**src/rtl/trace_pair_pkg.sv**
```systemverilog
package trace_pair_pkg;
   localparam int CLS_W = 3;

   typedef enum logic [CLS_W-1:0] {
      CLS_PLAIN   = 3'd0,
      CLS_CHMODE  = 3'd1,
      CLS_RETURN  = 3'd2,
      CLS_SETBITS = 3'd3,
      CLS_CALL    = 3'd4
   } ins_cls_e;

   typedef struct packed {
      logic en;
      logic pend;
   } trace_bits_t;
endpackage

```
**src/rtl/trace_pair_next.sv**
```systemverilog
module trace_pair_next
   import trace_pair_pkg::*;
(
   input  trace_bits_t           cur,
   input  logic                  done,
   input  logic [CLS_W-1:0]      cls,
   input  logic                  wr_en,
   input  logic                  rs_en,
   input  logic                  rs_pend,
   input  logic                  take,
   output trace_bits_t           nxt
);
   always_comb begin
      nxt = cur;
      if (take) begin
         nxt.pend = 1'b0;
      end else if (done) begin
         case (cls)
            CLS_CHMODE: begin
               nxt.en   = 1'b0;
               nxt.pend = 1'b0;
            end
            CLS_RETURN: begin
               nxt.en   = rs_en;
               nxt.pend = rs_pend | cur.en;
            end
            CLS_SETBITS: begin
               nxt.en   = cur.en | wr_en;
               nxt.pend = cur.en;
            end
            default: begin
               nxt.en   = cur.en;
               nxt.pend = cur.en;
            end
         endcase
      end
   end
endmodule

```
**src/rtl/trace_pair_frame.sv**
```systemverilog
module trace_pair_frame
   import trace_pair_pkg::*;
(
   input  trace_bits_t           cur,
   input  logic [CLS_W-1:0]      cls,
   output trace_bits_t           saved
);
   always_comb begin
      saved = cur;
      case (cls)
         CLS_CHMODE: begin
            saved.en   = cur.en;
            saved.pend = cur.pend | cur.en;
         end
         CLS_CALL: begin
            saved.en   = 1'b0;
         end
         default: ;
      endcase
   end
endmodule

```
**src/rtl/trace_pair_boundary.sv**
```systemverilog
module trace_pair_boundary #(
   parameter int N_EXC = 4
) (
   input  logic             clk,
   input  logic             rst_n,
   input  logic             start,
   input  logic             pend,
   input  logic             ack,
   input  logic [N_EXC-1:0] other,
   output logic             req,
   output logic [N_EXC-1:0] pass,
   output logic             busy
);
   logic wait_q;

   always_ff @(posedge clk or negedge rst_n) begin
      if (!rst_n)      wait_q <= 1'b0;
      else if (req)    wait_q <= 1'b1;
      else if (ack)    wait_q <= 1'b0;
   end

   assign busy = wait_q;
   assign req  = start & pend & ~wait_q;

   logic open_gate;
   assign open_gate = start & ~pend & ~wait_q;

   for (genvar i = 0; i < N_EXC; i++) begin : g_pass
      assign pass[i] = open_gate & other[i];
   end

   assert_req_single_R2: assert property (@(posedge clk) disable iff (!rst_n)
      req |=> !req);
   assert_trace_first_R3: assert property (@(posedge clk) disable iff (!rst_n)
      req |-> (pass == '0));
   assert_hold_off_R4: assert property (@(posedge clk) disable iff (!rst_n)
      (busy && !ack) |=> (!req && pass == '0));
endmodule

```
**src/rtl/trace_pair_ctrl.sv**
```systemverilog
module trace_pair_ctrl
   import trace_pair_pkg::*;
#(
   parameter int N_EXC = 4
) (
   input  logic             clk,
   input  logic             rst_n,
   input  logic             ins_start,
   input  logic             ins_done,
   input  logic [2:0]       ins_class,
   input  logic             wr_en_bit,
   input  logic             rst_en_bit,
   input  logic             rst_pend_bit,
   input  logic [N_EXC-1:0] other_exc,
   input  logic             handler_ack,
   output logic             trace_req,
   output logic [N_EXC-1:0] other_pass,
   output logic             frame_en,
   output logic             frame_pend,
   output logic             live_en,
   output logic             live_pend
);
   if (N_EXC < 1 || N_EXC > 64) begin : g_bad_n
      $error("trace_pair_ctrl: N_EXC must be in 1..64");
   end
   if (CLS_W != 3) begin : g_bad_cls
      $error("trace_pair_ctrl: class code width must be 3");
   end

   trace_bits_t cur_q, nxt, saved;
   logic        busy;

   trace_pair_boundary #(.N_EXC(N_EXC)) u_boundary (
      .clk   (clk),
      .rst_n (rst_n),
      .start (ins_start),
      .pend  (cur_q.pend),
      .ack   (handler_ack),
      .other (other_exc),
      .req   (trace_req),
      .pass  (other_pass),
      .busy  (busy)
   );

   trace_pair_next u_next (
      .cur     (cur_q),
      .done    (ins_done),
      .cls     (ins_class),
      .wr_en   (wr_en_bit),
      .rs_en   (rst_en_bit),
      .rs_pend (rst_pend_bit),
      .take    (trace_req),
      .nxt     (nxt)
   );

   trace_pair_frame u_frame (
      .cur   (cur_q),
      .cls   (ins_class),
      .saved (saved)
   );

   always_ff @(posedge clk or negedge rst_n) begin
      if (!rst_n) cur_q <= '0;
      else        cur_q <= nxt;
   end

   assign live_en    = cur_q.en;
   assign live_pend  = cur_q.pend;
   assign frame_en   = saved.en;
   assign frame_pend = saved.pend;

   assert_take_clears_R2: assert property (@(posedge clk) disable iff (!rst_n)
      trace_req |=> (!live_pend && live_en == $past(live_en)));
   assert_plain_R5: assert property (@(posedge clk) disable iff (!rst_n)
      (ins_done && !ins_start && ins_class == 3'd0) |=> (live_pend == live_en));
   assert_chmode_R6: assert property (@(posedge clk) disable iff (!rst_n)
      (ins_done && !ins_start && ins_class == 3'd1) |=> (!live_en && !live_pend));
   assert_return_R7: assert property (@(posedge clk) disable iff (!rst_n)
      (ins_done && !ins_start && ins_class == 3'd2 && (live_en || rst_pend_bit)) |=> live_pend);
   assert_setbits_R8: assert property (@(posedge clk) disable iff (!rst_n)
      (ins_done && !ins_start && ins_class == 3'd3 && !live_en) |=> !live_pend);
   assert_call_R9: assert property (@(posedge clk) disable iff (!rst_n)
      (ins_done && !ins_start && ins_class == 3'd4) |=> (live_en == $past(live_en)));
   assert_reset_R1: assert property (@(posedge clk)
      $rose(rst_n) |-> (!live_en && !live_pend));
endmodule

```
**config.mk**
```make
export PLATFORM = sky130hd
export DESIGN_NAME = trace_pair_ctrl
export DESIGN_NICKNAME = d
export VERILOG_FILES = /design/src/rtl/trace_pair_pkg.sv /design/src/rtl/trace_pair_next.sv /design/src/rtl/trace_pair_frame.sv /design/src/rtl/trace_pair_boundary.sv /design/src/rtl/trace_pair_ctrl.sv
export SDC_FILE = /design/constraint.sdc
export NUM_CORES = 1
export LEC_CHECK = 0
export ABC_AREA = 1
export BUFFER_PORTS_ARGS = -buffer_cell sky130_fd_sc_hd__buf_2
export CAP_MARGIN = 20
export CORE_AREA = 10 10 47 49
export CTS_CLUSTER_DIAMETER = 150
export CTS_CLUSTER_SIZE = 8
export DETAILED_ROUTE_END_ITERATION = 10
export DIE_AREA = 0 0 57 59
export GPL_TIMING_DRIVEN = 0
export PLACE_DENSITY_LB_ADDON = 0.05
export RECOVER_POWER = 50
export SKIP_LAST_GASP = 1
export SLEW_MARGIN = 10
export SYNTH_ARGS = -nofsm -noshare
export SYNTH_HDL_FRONTEND = slang
export SYNTH_SLANG_ARGS = --single-unit
```
**constraint.sdc**
```tcl
create_clock -name clk -period 1.8 [get_ports clk]
set_input_delay 0.09 -clock clk [delete_from_list [all_inputs] [get_ports clk]]
set_output_delay 0.09 -clock clk [all_outputs]
set_load 0.01 [all_outputs]
```
==> impl_metrics.py <==
metrics = {
    "run_status": {
        "status": "complete, no violations",
    },
    "yosys": {
        "post_synth_most_frequent_cells": "inv_1, nand2_1, nor2_1",
        "ys_async_sr_fraction_pct": 100,
        "synth-edff-count": 0,
        "ys_dominant_reg_cell": "dfrtp_1",
        "syn-mean-instance-area_um2": 5.68,
        "post_synthesis_sequential_area_ratio_pct": 28.7,
        "postSynthNetCount": 61,
        "synth_largest_type_area_fraction_pct": 28.7,
        "post_synth_inst_count": 46,
        "ys_seq_elements": 3,
        "synth.distinct_cells": 12,
        "netlist.top_cell.by_area": "dfrtp_1",
        "synth_top_cells_by_area": "dfrtp_1, inv_1, nand2_1, nor2_1, nand3_1",
        "ys_warn_count": 0,
        "synth_area_um2": 262,
    },
    "global_route": {
        "grt_use_total_pct": 5.37,
        "maximum_number_of_pins_on_one_net_before_global_route_repair": 6,
        "grt_first_pass_wirelength_um": 1430,
        "grt_antenna_before_repair": 0,
        "grt_overflow_total": 0,
        "grt_pass1_vias": 355,
    },
    "detailed_routing": {
        "detail_route.wirelength_um": 878,
        "drtPass1Iterations": 2,
        "vias": 359,
        "detail-route-antenna-nets": 0,
        "detail_route.vias_per_cell": 3.99,
        "drt_first_iter_violations": 4,
        "wl_per_cell_um": 9.76,
        "remaining_drc_errors": 0,
    },
    "layout": {
        "insertedDiodeCount": 0,
        "syn_to_final_growth_pct": 64.1,
        "layout-drive-gt1-share_pct": 39.2,
        "stdcell_count": 90,
        "finish.instance_area_um2": 429,
        "fin_nets": 90,
    },
    "placement": {
        "numPortBuffers": 23,
        "placed_wire_length_estimate_after_detailed_placement_um": 784,
        "gpl.final_weighted_congestion": 0.687,
        "dpl.cell_count": 85,
        "placed_cell_area_um2": 397,
    },
    "worst_setup_path": {
        "path_max_fanout": 4,
        "timing.critical_path.from_type": "flip-flop",
        "critical_path_s_slowest_cell": "dfrtp_1",
        "worst_path_largest_cell_delay_ns": 0.40,
        "critPathCaptureType": "primary output",
        "setup.worst_path.class": "reg -> out",
        "cp.required_ns": 1.71,
        "worst_ep_arrival_time_ns": 1.08,
        "cp_cell_sequence": "inv_1 > nand3_1 > nor2_1 > buf_2",
        "number_of_buffers_and_inverters_on_the_critical_path": 2,
        "cp_top_family": "flip-flops",
    },
    "cts": {
        "cts_setup_buffers": 0,
        "tritoncts.num_buffers": 3,
        "cts_resized": 0,
        "worst_setup_hold_path_clk_slew_ns": 0.04,
        "ctsRootBufferMaster": "clkbuf_4",
        "clock_sinks": 3,
        "cts_buffer_depth": 2,
        "clk-insertion-delay-late_ns": 0.23,
        "cts_tree": "done",
        "cts_max_level": 1,
    },
    "die": {
        "die_y_um": 59,
        "ioPinCount": 24,
        "placement_rows": 14,
        "floorplan.core_area_um2": 1400,
        "width_of_the_die_um": 57,
        "die_outline_area_um2": 3360,
        "initial_core_util_pct": 18.7,
    },
    "sta": {
        "rsz0062_at_grt": "no",
        "worst_clock_skew_ns": 0.00441,
        "setup_tns_ns": 0,
        "min_period_over_period_pct": 64.8,
        "fmaxAchievable_mhz": 857,
        "timing.hold.ws_ns": 0.0450,
        "number_of_max_slew_violations_in_the_final_report": 0,
        "final-setup-viol-count": 0,
        "final_period_minus_worst_setup_slack_ns": 1.17,
        "slew-limit-headroom_pct": 86.5,
        "tightestPinTransition_ns": 0.200,
        "timing_hold_violations_final": 0,
    },
    "pwr": {
        "power_per_cell_area_nw_per_um2": 701,
        "power.static_leakage_nw": 0.274,
        "max-vdd-ir-drop_v": 0.000182,
    },
    "flow_run": {
        "max_cap_viol_count": 0,
    },
    "worst_hold_path": {
        "kind_of_path_behind_the_tightest_hold_check": "in -> reg",
    },
}
[path summary, 6_finish.rpt]
path	start	cells after the start	end	slack [ns]
hold / removal	handler_ack	2	u_boundary.busy	0.04
min in group asynchronous	rst_n	2	u_boundary.busy	0.19
setup / recovery	live_pend	4	other_pass[1]	0.63
setup reg to reg	live_en	5	live_en	0.84
hold reg to reg	u_boundary.busy	2	u_boundary.busy	0.55
max in group asynchronous	rst_n	2	live_en	1.45
[report_power, final]
part,internal [mW],leakage (nW),switching (mW)
clock,0.0830,0.0150,0.0339
combinational,0.0419,0.219,0.0567
sequential,0.0773,0.0393,0.00801
total,0.202,0.274,0.0987
[cell usage in the layout, fill, tap and decap left out]
cell / count
buf_2: 20
inv_1: 9
nand2_1: 9
nor2_1: 7
nand3_1: 5
inv_2: 4
clkbuf_1: 4
o21ai_1: 3
clkbuf_4: 3
dfrtp_1: 3
o21ai_0: 2
a31oi_1: 1
or2_0: 1
nand2_2: 1
a21oi_2: 1
dlygate4sd3_1: 1
[cell families after synthesis]
kind of cell | count (synthesis) | synth area share [%]
buf+inv | 13 | 18.7
simple gates | 23 | 37.3
compound gates | 7 | 15.3
flops | 3 | 28.7
[through the flow]
stage | total power, mW | setup WS (ns) | utilization, %
floorplan | 0.139 | 0.862 | -
detailed placement | 0.188 | 0.839 | 28.3
finish | 0.301 | 0.633 | 30.6
global placement | 0.189 | 0.826 | 28.3
global route | 0.326 | 0.508 | 30.6
CTS | 0.311 | 0.610 | 30.9
[flip-flops by register name (all words and copies together), names as in the netlist]
name and count:
live_en 1, u_boundary.busy 1, live_pend 1
[area by class of cell]
| class | instances | area [um^2] |
|---|---|---|
| repair buffers | 24 | 121 |
| clock buffers | 4 | 26.3 |
| fillers | 168 | 972 |
| multi-input cells | 30 | 138 |
| well taps | 16 | 20.0 |
| flip-flops and latches | 3 | 75.1 |
| inverters | 13 | 48.8 |
[per-layer routing]
metal,share of wire [%],track usage [%]
met2,41,7.44
met4,0,4.03
met1,52,6.09
met5,0,0
met3,6.7,2.79
[what timing repair did]
item,CTS,global route
hold buffers,1,0
endpoints found under the setup margin,0,0
endpoints found under the hold margin,3,0
Power figures use the tool's default switching activity.
